## config.mk

```make
export PLATFORM = sky130hd
export DESIGN_NAME = kernel_dispatch
export DESIGN_NICKNAME = d
export VERILOG_FILES = /design/src/rtl/kd_pkg.sv /design/src/rtl/kd_pick.sv /design/src/rtl/kd_thread_track.sv /design/src/rtl/kd_arg_pack.sv /design/src/rtl/kernel_dispatch.sv
export SDC_FILE = /design/constraint.sdc
export NUM_CORES = 2
export LEC_CHECK = 0
export ABC_AREA = 1
export BUFFER_PORTS_ARGS = -buffer_cell sky130_fd_sc_hd__buf_2
export CAP_MARGIN = 20
export CORE_AREA = 4 4 563 565
export DETAILED_ROUTE_END_ITERATION = 8
export DIE_AREA = 0 0 567 569
export SLEW_MARGIN = 20
export SYNTH_ARGS = -nofsm -noshare
export SYNTH_HDL_FRONTEND = slang
export SYNTH_SLANG_ARGS = --single-unit
export TNS_END_PERCENT = 30
```

## constraint.sdc

```tcl
create_clock -name clk -period 4.2 [get_ports clk]
set_input_delay 0 -clock clk [delete_from_list [all_inputs] [get_ports clk]]
set_output_delay 0 -clock clk [all_outputs]
set_load 0.01 [all_outputs]
```

## src/rtl/kd_pkg.sv

```systemverilog
package kd_pkg;

    typedef enum logic [1:0] {
        LK_VARARG = 2'd0,
        LK_SLICE  = 2'd1,
        LK_SYNC   = 2'd2,
        LK_RSVD   = 2'd3
    } launch_kind_e;

    typedef enum logic [1:0] {
        ST_IDLE,
        ST_RUN,
        ST_FLUSH,
        ST_FIN
    } disp_state_e;

    localparam int          XARG_SLOTS = 7;
    localparam int          CSEL_W     = 2;
    localparam logic [1:0]  CSEL_ALL   = 2'b11;

    typedef struct packed {
        launch_kind_e        kind;
        logic [CSEL_W-1:0]   csel;
    } job_ctl_t;

    function automatic int idx_width(input int n);
        return (n > 1) ? $clog2(n) : 1;
    endfunction

endpackage

```

## src/rtl/kd_pick.sv

```systemverilog
module kd_pick
    import kd_pkg::*;
#(
    parameter int NT = 4,
    localparam int IDX_W = idx_width(NT)
) (
    input  logic [NT-1:0]    idle_mask,
    output logic             found,
    output logic [IDX_W-1:0] idx
);
    always_comb begin
        found = 1'b0;
        idx   = '0;
        for (int k = NT - 1; k >= 0; k--) begin
            if (idle_mask[k]) begin
                found = 1'b1;
                idx   = IDX_W'(k);
            end
        end
    end
endmodule

```

## src/rtl/kd_thread_track.sv

```systemverilog
module kd_thread_track
    import kd_pkg::*;
#(
    parameter int NT   = 4,
    parameter int ID_W = 16,
    localparam int IDX_W = idx_width(NT),
    localparam int CNT_W = $clog2(NT + 1)
) (
    input  logic                     clk,
    input  logic                     rst,
    input  logic                     assign_en,
    input  logic [IDX_W-1:0]         assign_idx,
    input  logic [ID_W-1:0]          assign_id,
    input  logic [NT-1:0]            thr_done,
    output logic [NT-1:0]            busy,
    output logic [NT-1:0]            start,
    output logic [NT-1:0][ID_W-1:0]  inst_id,
    output logic [CNT_W-1:0]         finish_cnt
);
    always_ff @(posedge clk) begin
        if (rst) begin
            busy    <= '0;
            start   <= '0;
            inst_id <= '0;
        end else begin
            for (int k = 0; k < NT; k++) begin
                start[k] <= 1'b0;
                if (assign_en && (assign_idx == IDX_W'(k))) begin
                    busy[k]    <= 1'b1;
                    start[k]   <= 1'b1;
                    inst_id[k] <= assign_id;
                end else if (thr_done[k] && busy[k]) begin
                    busy[k] <= 1'b0;
                end
            end
        end
    end

    assign finish_cnt = CNT_W'($countones(busy & thr_done));
endmodule

```

## src/rtl/kd_arg_pack.sv

```systemverilog
module kd_arg_pack
    import kd_pkg::*;
#(
    parameter int DATA_W = 64
) (
    input  launch_kind_e                    kind,
    input  logic [2:0]                      arg_count,
    input  logic [DATA_W-1:0]               slice_id,
    input  logic [XARG_SLOTS*DATA_W-1:0]    extra_in,
    output logic [XARG_SLOTS*DATA_W-1:0]    slots_out
);
    for (genvar s = 0; s < XARG_SLOTS; s++) begin : g_slot
        always_comb begin
            unique case (kind)
                LK_SLICE: slots_out[s*DATA_W +: DATA_W] = (s == 0) ? slice_id : '0;
                LK_SYNC:  slots_out[s*DATA_W +: DATA_W] = '0;
                default:  slots_out[s*DATA_W +: DATA_W] =
                              (3'(s) < arg_count) ? extra_in[s*DATA_W +: DATA_W] : '0;
            endcase
        end
    end
endmodule

```

## src/rtl/kernel_dispatch.sv

```systemverilog
module kernel_dispatch
    import kd_pkg::*;
#(
    parameter int NUM_THREADS = 4,
    parameter int ID_W        = 16,
    parameter int DATA_W      = 64
) (
    input  logic                             clk,
    input  logic                             rst,
    input  logic                             launch_valid,
    output logic                             launch_ready,
    input  logic [1:0]                       launch_kind,
    input  logic [7:0]                       hart_limit,
    input  logic [2:0]                       arg_count,
    input  logic [1:0]                       sync_flags,
    input  logic [ID_W-1:0]                  inst_total,
    input  logic [DATA_W-1:0]                slice_id,
    input  logic [7*DATA_W-1:0]              extra_args,
    input  logic [DATA_W-1:0]                entry_addr,
    input  logic [DATA_W-1:0]                stack_top,
    input  logic [DATA_W-1:0]                return_addr,
    output logic [DATA_W-1:0]                job_entry,
    output logic [DATA_W-1:0]                job_stack,
    output logic [DATA_W-1:0]                job_return,
    output logic [7*DATA_W-1:0]              job_args,
    output logic [NUM_THREADS-1:0]           thr_start,
    output logic [NUM_THREADS*ID_W-1:0]      thr_inst_id,
    input  logic [NUM_THREADS-1:0]           thr_done,
    output logic                             flush_req,
    output logic [1:0]                       flush_sel,
    input  logic                             flush_ack,
    output logic                             launch_done
);
    localparam int IDX_W = idx_width(NUM_THREADS);
    localparam int CNT_W = $clog2(NUM_THREADS + 1);

    disp_state_e                       state_q;
    job_ctl_t                          ctl_q;
    logic [ID_W-1:0]                   total_q;
    logic [ID_W-1:0]                   next_q;
    logic [ID_W-1:0]                   comp_q;
    logic [NUM_THREADS-1:0]            allow_q;
    logic [NUM_THREADS-1:0]            allow_in;
    logic [7*DATA_W-1:0]               slots_in;

    logic [NUM_THREADS-1:0]            busy;
    logic [NUM_THREADS-1:0][ID_W-1:0]  inst_arr;
    logic [CNT_W-1:0]                  finish_cnt;
    logic                              found;
    logic [IDX_W-1:0]                  pick_idx;
    logic                              dispatch;
    logic [ID_W-1:0]                   comp_next;
    launch_kind_e                      kind_in;

    assign kind_in = launch_kind_e'(launch_kind);

    // cap mask for the incoming request
    for (genvar k = 0; k < NUM_THREADS; k++) begin : g_allow
        assign allow_in[k] = (hart_limit == 8'd0) || (32'(k) < 32'(hart_limit));
    end

    kd_arg_pack #(.DATA_W(DATA_W)) u_pack (
        .kind      (kind_in),
        .arg_count (arg_count),
        .slice_id  (slice_id),
        .extra_in  (extra_args),
        .slots_out (slots_in)
    );

    kd_pick #(.NT(NUM_THREADS)) u_pick (
        .idle_mask (~busy & allow_q),
        .found     (found),
        .idx       (pick_idx)
    );

    assign dispatch  = (state_q == ST_RUN) && (next_q != total_q) && found;
    assign comp_next = comp_q + ID_W'(finish_cnt);

    kd_thread_track #(.NT(NUM_THREADS), .ID_W(ID_W)) u_track (
        .clk        (clk),
        .rst        (rst),
        .assign_en  (dispatch),
        .assign_idx (pick_idx),
        .assign_id  (next_q),
        .thr_done   (thr_done),
        .busy       (busy),
        .start      (thr_start),
        .inst_id    (inst_arr),
        .finish_cnt (finish_cnt)
    );

    assign thr_inst_id = inst_arr;

    always_ff @(posedge clk) begin
        if (rst) begin
            state_q    <= ST_IDLE;
            ctl_q      <= '{kind: LK_VARARG, csel: '0};
            total_q    <= '0;
            next_q     <= '0;
            comp_q     <= '0;
            allow_q    <= '0;
            job_entry  <= '0;
            job_stack  <= '0;
            job_return <= '0;
            job_args   <= '0;
        end else begin
            unique case (state_q)
                ST_IDLE: begin
                    if (launch_valid) begin
                        ctl_q.kind <= kind_in;
                        ctl_q.csel <= (kind_in == LK_SLICE) ? CSEL_ALL :
                                      (kind_in == LK_SYNC)  ? sync_flags : '0;
                        total_q    <= inst_total;
                        next_q     <= '0;
                        comp_q     <= '0;
                        allow_q    <= allow_in;
                        job_entry  <= entry_addr;
                        job_stack  <= stack_top;
                        job_return <= return_addr;
                        job_args   <= slots_in;
                        if (kind_in == LK_SYNC)
                            state_q <= (sync_flags != 2'b00) ? ST_FLUSH : ST_FIN;
                        else if (inst_total == '0)
                            state_q <= ST_FIN;
                        else
                            state_q <= ST_RUN;
                    end
                end
                ST_RUN: begin
                    if (dispatch) next_q <= next_q + 1'b1;
                    comp_q <= comp_next;
                    if (comp_next == total_q)
                        state_q <= (ctl_q.kind == LK_SLICE) ? ST_FLUSH : ST_FIN;
                end
                ST_FLUSH: begin
                    if (flush_ack) state_q <= ST_FIN;
                end
                default: state_q <= ST_IDLE;
            endcase
        end
    end

    assign launch_ready = (state_q == ST_IDLE);
    assign launch_done  = (state_q == ST_FIN);
    assign flush_req    = (state_q == ST_FLUSH);
    assign flush_sel    = ctl_q.csel;
endmodule

```

Word level (Yosys, flattened, before mapping)
Index checks and enable logic that the tools add are counted.

$add $sub $neg: 5. $mul: 0. Div/mod/pow operators: 0. Order comparisons: 11. Equality and inequality tests: 15. Shifts and indexed selects: 0. Mux-type cells: 48. Bitwise gates (word level): 3. Reduce and logical (&&, ||, !) cells: 29.

Operators by type and width (number): 2-to-1 mux 64 bit (13); case mux 64 bit (2 select lines) (1); case mux 16 bit (2 select lines) (2); 2-to-1 mux 16 bit (2); 2-to-1 mux 2 bit (11); 2-to-1 mux 1 bit (18); adder 16 x 1 -> 16 bit (second input constant) (1); adder 16 x 3 -> 16 bit (1); == test 16 bit (1); zero test 16 bit (1); < comparator 1 x 8 -> 1 bit (first input constant) (2); < comparator 2 x 8 -> 1 bit (first input constant) (2); inequality test 16 bit (1); nonzero test 2 bit (6); == test 2 bit (second input constant) (5); logical AND 1 bit (10); < comparator 3 bit (first input constant) (3); bitwise AND 4 bit (2); == test 2 x 1 -> 1 bit (second input constant) (4); zero test 8 bit (1); < comparator 1 x 3 -> 1 bit (first input constant) (2); < comparator 2 x 3 -> 1 bit (first input constant) (2); inequality test 2 x 1 -> 1 bit (second input constant) (3); case mux 2 bit (3 select lines) (1); other kinds (9) (16).

Flip-flop bits (word level): 770. Latch bits: 0. Memory bits (writable): 0. ROM bits: 0. Bits of input ports: 743. Memories kept: 0.

Depth between registers and ports, before layout
Word-level depth: 9. Gate-level depth with buffers: 23. Depth with buffers taken out: 23.

Modules after synthesis
Synthesis repeated with hierarchy kept, for this count alone.

Cell total of the unflattened synthesis: 4983. Area total of the unflattened synthesis: 32980.4 µm².

By module, submodules not included: kernel_dispatch (times used 1, cells an instance 3343, area an instance 25248.0 µm², sequential area each 13973.4 µm²); kd_arg_pack (times used 1, cells an instance 1182, area an instance 4704.5 µm², sequential area each 0.0 µm²); kd_thread_track (times used 1, cells an instance 450, area an instance 2991.6 µm², sequential area each 1441.4 µm²); kd_pick (times used 1, cells an instance 8, area an instance 36.3 µm², sequential area each 0.0 µm²).

Worst setup path after synthesis
OpenSTA, ideal clock, no wires.

Kind: reg2reg. Start: register u_track.busy[3]. End: register state_q[1]. Arrival: 2.944 ns. Required time: 4.085 ns. Slack: 1.141 ns. Stages on the path, launching flop included: 24. Path through: dfxtp_1 nand2_1 inv_1 ha_1 ha_1 fa_1 inv_1 fa_1 inv_1 nand3_1 nand2_2 nand2_1 nand2_1 nand2_1 nand2_1 nand2_1 nor2_1 nand2_1 nor2_1 nand3_1 nand2_2 nand3_1 nand2_1 nor2_1.

Longest elaborated chain between the ends: 7.

Ends and longest elaborated chain: start: declaration (line kd_thread_track.sv:15) `output logic [NT-1:0] busy,`; start signal: assignment (line kd_thread_track.sv:22) `busy <= '0;`; start signal: indexed assignment (line kd_thread_track.sv:29) `busy[k] <= 1'b1;`; start signal: indexed assignment (line kd_thread_track.sv:33) `busy[k] <= 1'b0;`; bitwise AND 4 bit (line kd_thread_track.sv:39) `assign finish_cnt = CNT_W'($countones(busy & thr_done));`; adder 1 x 1 -> 2 bit (implied by the code) (line kd_thread_track.sv:39); adder 3 bit (implied by the code) (line kd_thread_track.sv:39); adder 16 x 3 -> 16 bit (line kernel_dispatch.sv:77) `assign comp_next = comp_q + ID_W'(finish_cnt);`; == test 16 bit (line kernel_dispatch.sv:132) `if (comp_next == total_q)`; inequality test 2 x 1 -> 1 bit (no line); AND reduction 3 bit (no line); end signal: assignment (line kernel_dispatch.sv:122) `state_q <= (sync_flags != 2'b00) ? ST_FLUSH : ST_FIN;`; end signal: assignment (line kernel_dispatch.sv:133) `state_q <= (ctl_q.kind == LK_SLICE) ? ST_FLUSH : ST_FIN;`; end: declaration (line kernel_dispatch.sv:37) `disp_state_e state_q;`.

No other way between the ends. A chain may end at the register's enable or synchronous reset.

Final worst setup path
Start: input thr_done[0]. End: register state_q[0].

Longest elaborated chain between the ends: 7.

Ends and longest elaborated chain: start: declaration (line kernel_dispatch.sv:28) `input logic [NUM_THREADS-1:0] thr_done,`; bitwise AND 4 bit (line kd_thread_track.sv:39); adder 1 x 1 -> 2 bit (implied by the code) (line kd_thread_track.sv:39); adder 3 bit (implied by the code) (line kd_thread_track.sv:39); adder 16 x 3 -> 16 bit (line kernel_dispatch.sv:77); == test 16 bit (line kernel_dispatch.sv:132); inequality test 2 x 1 -> 1 bit (no line); AND reduction 3 bit (no line).

No other way between the ends.

==> flow_summary.toml <==
[critical_path]
crit_path_end_kind = "flop"
worst-path-stages = 26
crit_path_start = "thr_done[0]"
crit_fanout = 10
critPathKind = "in -> reg"
reg2reg_from = "state_q[0]$_SDFFE_PP0P_"
critPathLaunchType = "primary input"
path_buf_inv = 6
cpMostUsedCell = "nand2_1"
cpLargestDelayFamily = "adder cells"
worstPathArrival_ns = 4.31
slowest_stage = "fa_1"
r2r_cells = 11
critPathMaxStageDelay_ns = 0.57
r2r_setup_slack_ns = 0.66
reg2reg_to = "job_args[139]$_SDFFE_PP0P_"
endpoint = "state_q[0]$_SDFFE_PP0P_"
required_ns = 4.93

[route]
ant_nets = 0
drt_iter0_markers = 2876
wirelength_um = 281000
vias_per_cell = 3.70
drc = 0
wl_per_cell_um = 25.9
dr_total_vias = 40200
drt-pass1-iter-count = 6

[clocking]
post_cts_resize_count = 0
cts_tree = "done"
cts_setup_buffers = 0
root_buffer = "clkbuf_16"
clock_latency_ns = 0.83
cts.path.max_buffers = 4
cts_sinks = 770
clk_pin_slew_worst_paths_ns = 0.06
cts-buffers-inserted = 108
htree_levels = 3

[logic_synthesis]
ys_warn_count = 0
syn_area_um2 = 29000
ys_ff_latch = 770
synthCells = 3732
synth_nets = 4490
synth.avg_cell_area_um2 = 7.77
seq_area_frac_synth_pct = 53.2
netlist-cell-type-count = 42

[sta]
tightest_slew_ns = 1.07
setup_viol = 0
hold_violations = 0
period_minus_slack_ns = 3.58
skew_ns = 0.0614
slew_headroom_pct = 28.6
max_freq_ghz = 0.279
fin_crit_sh_pct = 85.3
timing.final.ws_setup_ns = 0.617
grt_setup_unrepaired = "false"
slew_violations = 0
finalSetupTns_ns = 0

[power_and_ir_drop]
peakVddDrop_mv = 0.316
p_leak_nw = 24.8
p_per_area_nw_per_um2 = 475

[floorplan]
io_pins = 1456
dieArea_um2 = 323000
fp.dieH_um = 569
die_x_um = 567
floorplan.initialDensity_pct = 9.31
rows = 205
core_area_um2 = 311000

[placed_design]
port_buffers = 1455
dp.cells = 9077
dp_hpwl_um = 222000
dp_slack_ns = 0.709
gp_congestion = 0.944

[global_route]
grt_max_degree = 171
grt_pass1_wl_um = 363000
antenna_found_initial = 236
grt_overflow_total = 0
grt_usage_pct = 16.5
grt_pass1_vias = 39800

[min_path]
hp-class = "in -> reg"
hold_start = "extra_args[55]"

[final_layout]
fillerInstances = 34700
utilization_pct = 19.1
fin_nets = 7252
area_delta_synth_final_pct = 105
stdcell_count = 10800
drive_gt1_share_pct = 26.2

[run_status]
status = "complete, no violations"

[flow_run]
cap_violations = 0
==> layout make-up <==
cell class                      instances  area (um^2)  share of cell area, %
Inverter                              127          492                  0.828
Clock buffer                          140         2980                   5.03
Multi-Input combinational cell       2541        11900                   20.1
Antenna cell                          123          308                  0.519
Timing Repair Buffer                 2946        22300                   37.6
Tap cell                             4140         5180                   8.73
Clock inverter                         55          743                   1.25
Sequential cell                       770        15400                   26.0
==> metal layers <==
metal  global-route usage (%)  share of wire, %  routed length (um)
met1                     18.8                39              108000
met2                     24.9                42              117000
met5                        0              0.10                 287
met3                     9.72                14               39500
met4                     7.46               5.7               15900
==> metrics by stage <==
step | instance area [um^2] | power (W) | hold slack [ns]
6_report | 59400 | 0.0282 | 0.0521
5_1_grt | 59300 | 0.0297 | 0.0285
4_1_cts | 59000 | 0.0285 | 0.0000455
3_5_place_dp | 40800 | 0.0170 | 0.244
3_3_place_gp | 40800 | 0.0169 | 0.235
2_1_floorplan | 29000 | 0.0125 | 0.143
==> power breakdown <==
part	internal [W]	switching [W]
clock	0.00593	0.00398
sequential	0.00849	0.000644
combinational	0.00316	0.00598
==> how the worst min path moves through the flow <==
stage,to,slack (ns),depth (start not counted)
3_3_place_gp,job_args[198]$_SDFFE_PP0P_,0.24,3
3_5_place_dp,job_args[244]$_SDFFE_PP0P_,0.24,3
6_report,job_args[55]$_SDFFE_PP0P_,0.05,4
5_1_grt,job_args[232]$_SDFFE_PP0P_,0.03,4
4_1_cts,job_args[22]$_SDFFE_PP0P_,0.00005,4
2_1_floorplan,job_args[260]$_SDFFE_PP0P_,0.14,2
==> cells in the mapped netlist (all sizes together) <==
library cell / count / area share (%)
o21ai: 379 / 6.6
o22ai: 2 / 0.091
xnor2: 12 / 0.36
nand2: 635 / 8.3
fa: 2 / 0.14
xor2: 12 / 0.36
a31oi: 2 / 0.043
nand3: 248 / 4.4
nand3b: 5 / 0.17
nor2: 562 / 7.5
buf: 74 / 1.5
a211oi: 1 / 0.069
dfxtp: 770 / 53
nor4b: 1 / 0.052
xnor3: 1 / 0.078
inv: 126 / 1.6
nor4: 7 / 0.15
ha: 13 / 0.56
nand4: 15 / 0.32
nor3: 7 / 0.12
clkinv: 1 / 0.013
or2: 2 / 0.043
a22oi: 66 / 1.7
a221oi: 1 / 0.030
clkbuf: 220 / 2.8
nor3b: 2 / 0.052
a21oi: 565 / 9.8
o21a: 1 / 0.026
==> cell usage in the layout (no fill, tap or decap), types with 9 or more instances in the layout <==
master,n
xor2_1,12
nand4_1,15
clkbuf_1,16
ha_1,12
nand2_1,628
a22oi_1,66
o21ai_0,369
a21oi_1,565
clkbuf_8,16
diode_2,123
nor2_1,547
buf_2,1454
xnor2_1,12
inv_1,117
dfxtp_1,770
o21ai_1,9
dlygate4sd3_1,1446
nand3_1,245
buf_12,17
clkinv_2,19
clkbuf_16,108
bufinv_16,15
buf_4,28
==> worst reg2reg max path, cell delays in order, from the launching register on <==
cell and delay [ns]:
dfxtp_1 0.34, inv_1 0.09, ha_1 0.31, nand2_4 0.19, inv_8 0.09, nand2_1 0.34
a211oi_4 0.37, buf_12 0.29, nand2_1 0.15, dlygate4sd3_1 0.58, a21oi_1 0.13, dlygate4sd3_1 0.56
==> state kept, by name, summed over array words and instances (netlist names) <==
register	cells
job_args	448
job_entry	64
job_return	64
job_stack	64
u_track.inst_id	64
comp_q	16
next_q	16
total_q	16
allow_q	4
u_track.busy	4
u_track.start	4
ctl_q	2
flush_sel	2
state_q	2
==> logic make-up after synthesis <==
group / count (synthesis) / share of synthesized area [%]
simple gates: 1484 / 21.1
flops: 770 / 53.2
buf+inv: 421 / 5.98
compound gates: 1017 / 18.3
xor+xnor: 25 / 0.803
fa+ha+maj: 15 / 0.699
==> what timing repair did <==
| item | in CTS | in global routing |
|---|---|---|
| hold buffers | 1446 | 0 |
| setup endpoints to repair | 0 | 0 |
| hold endpoints to repair | 703 | 0 |
No activity file was read; power rests on OpenSTA's default activity.
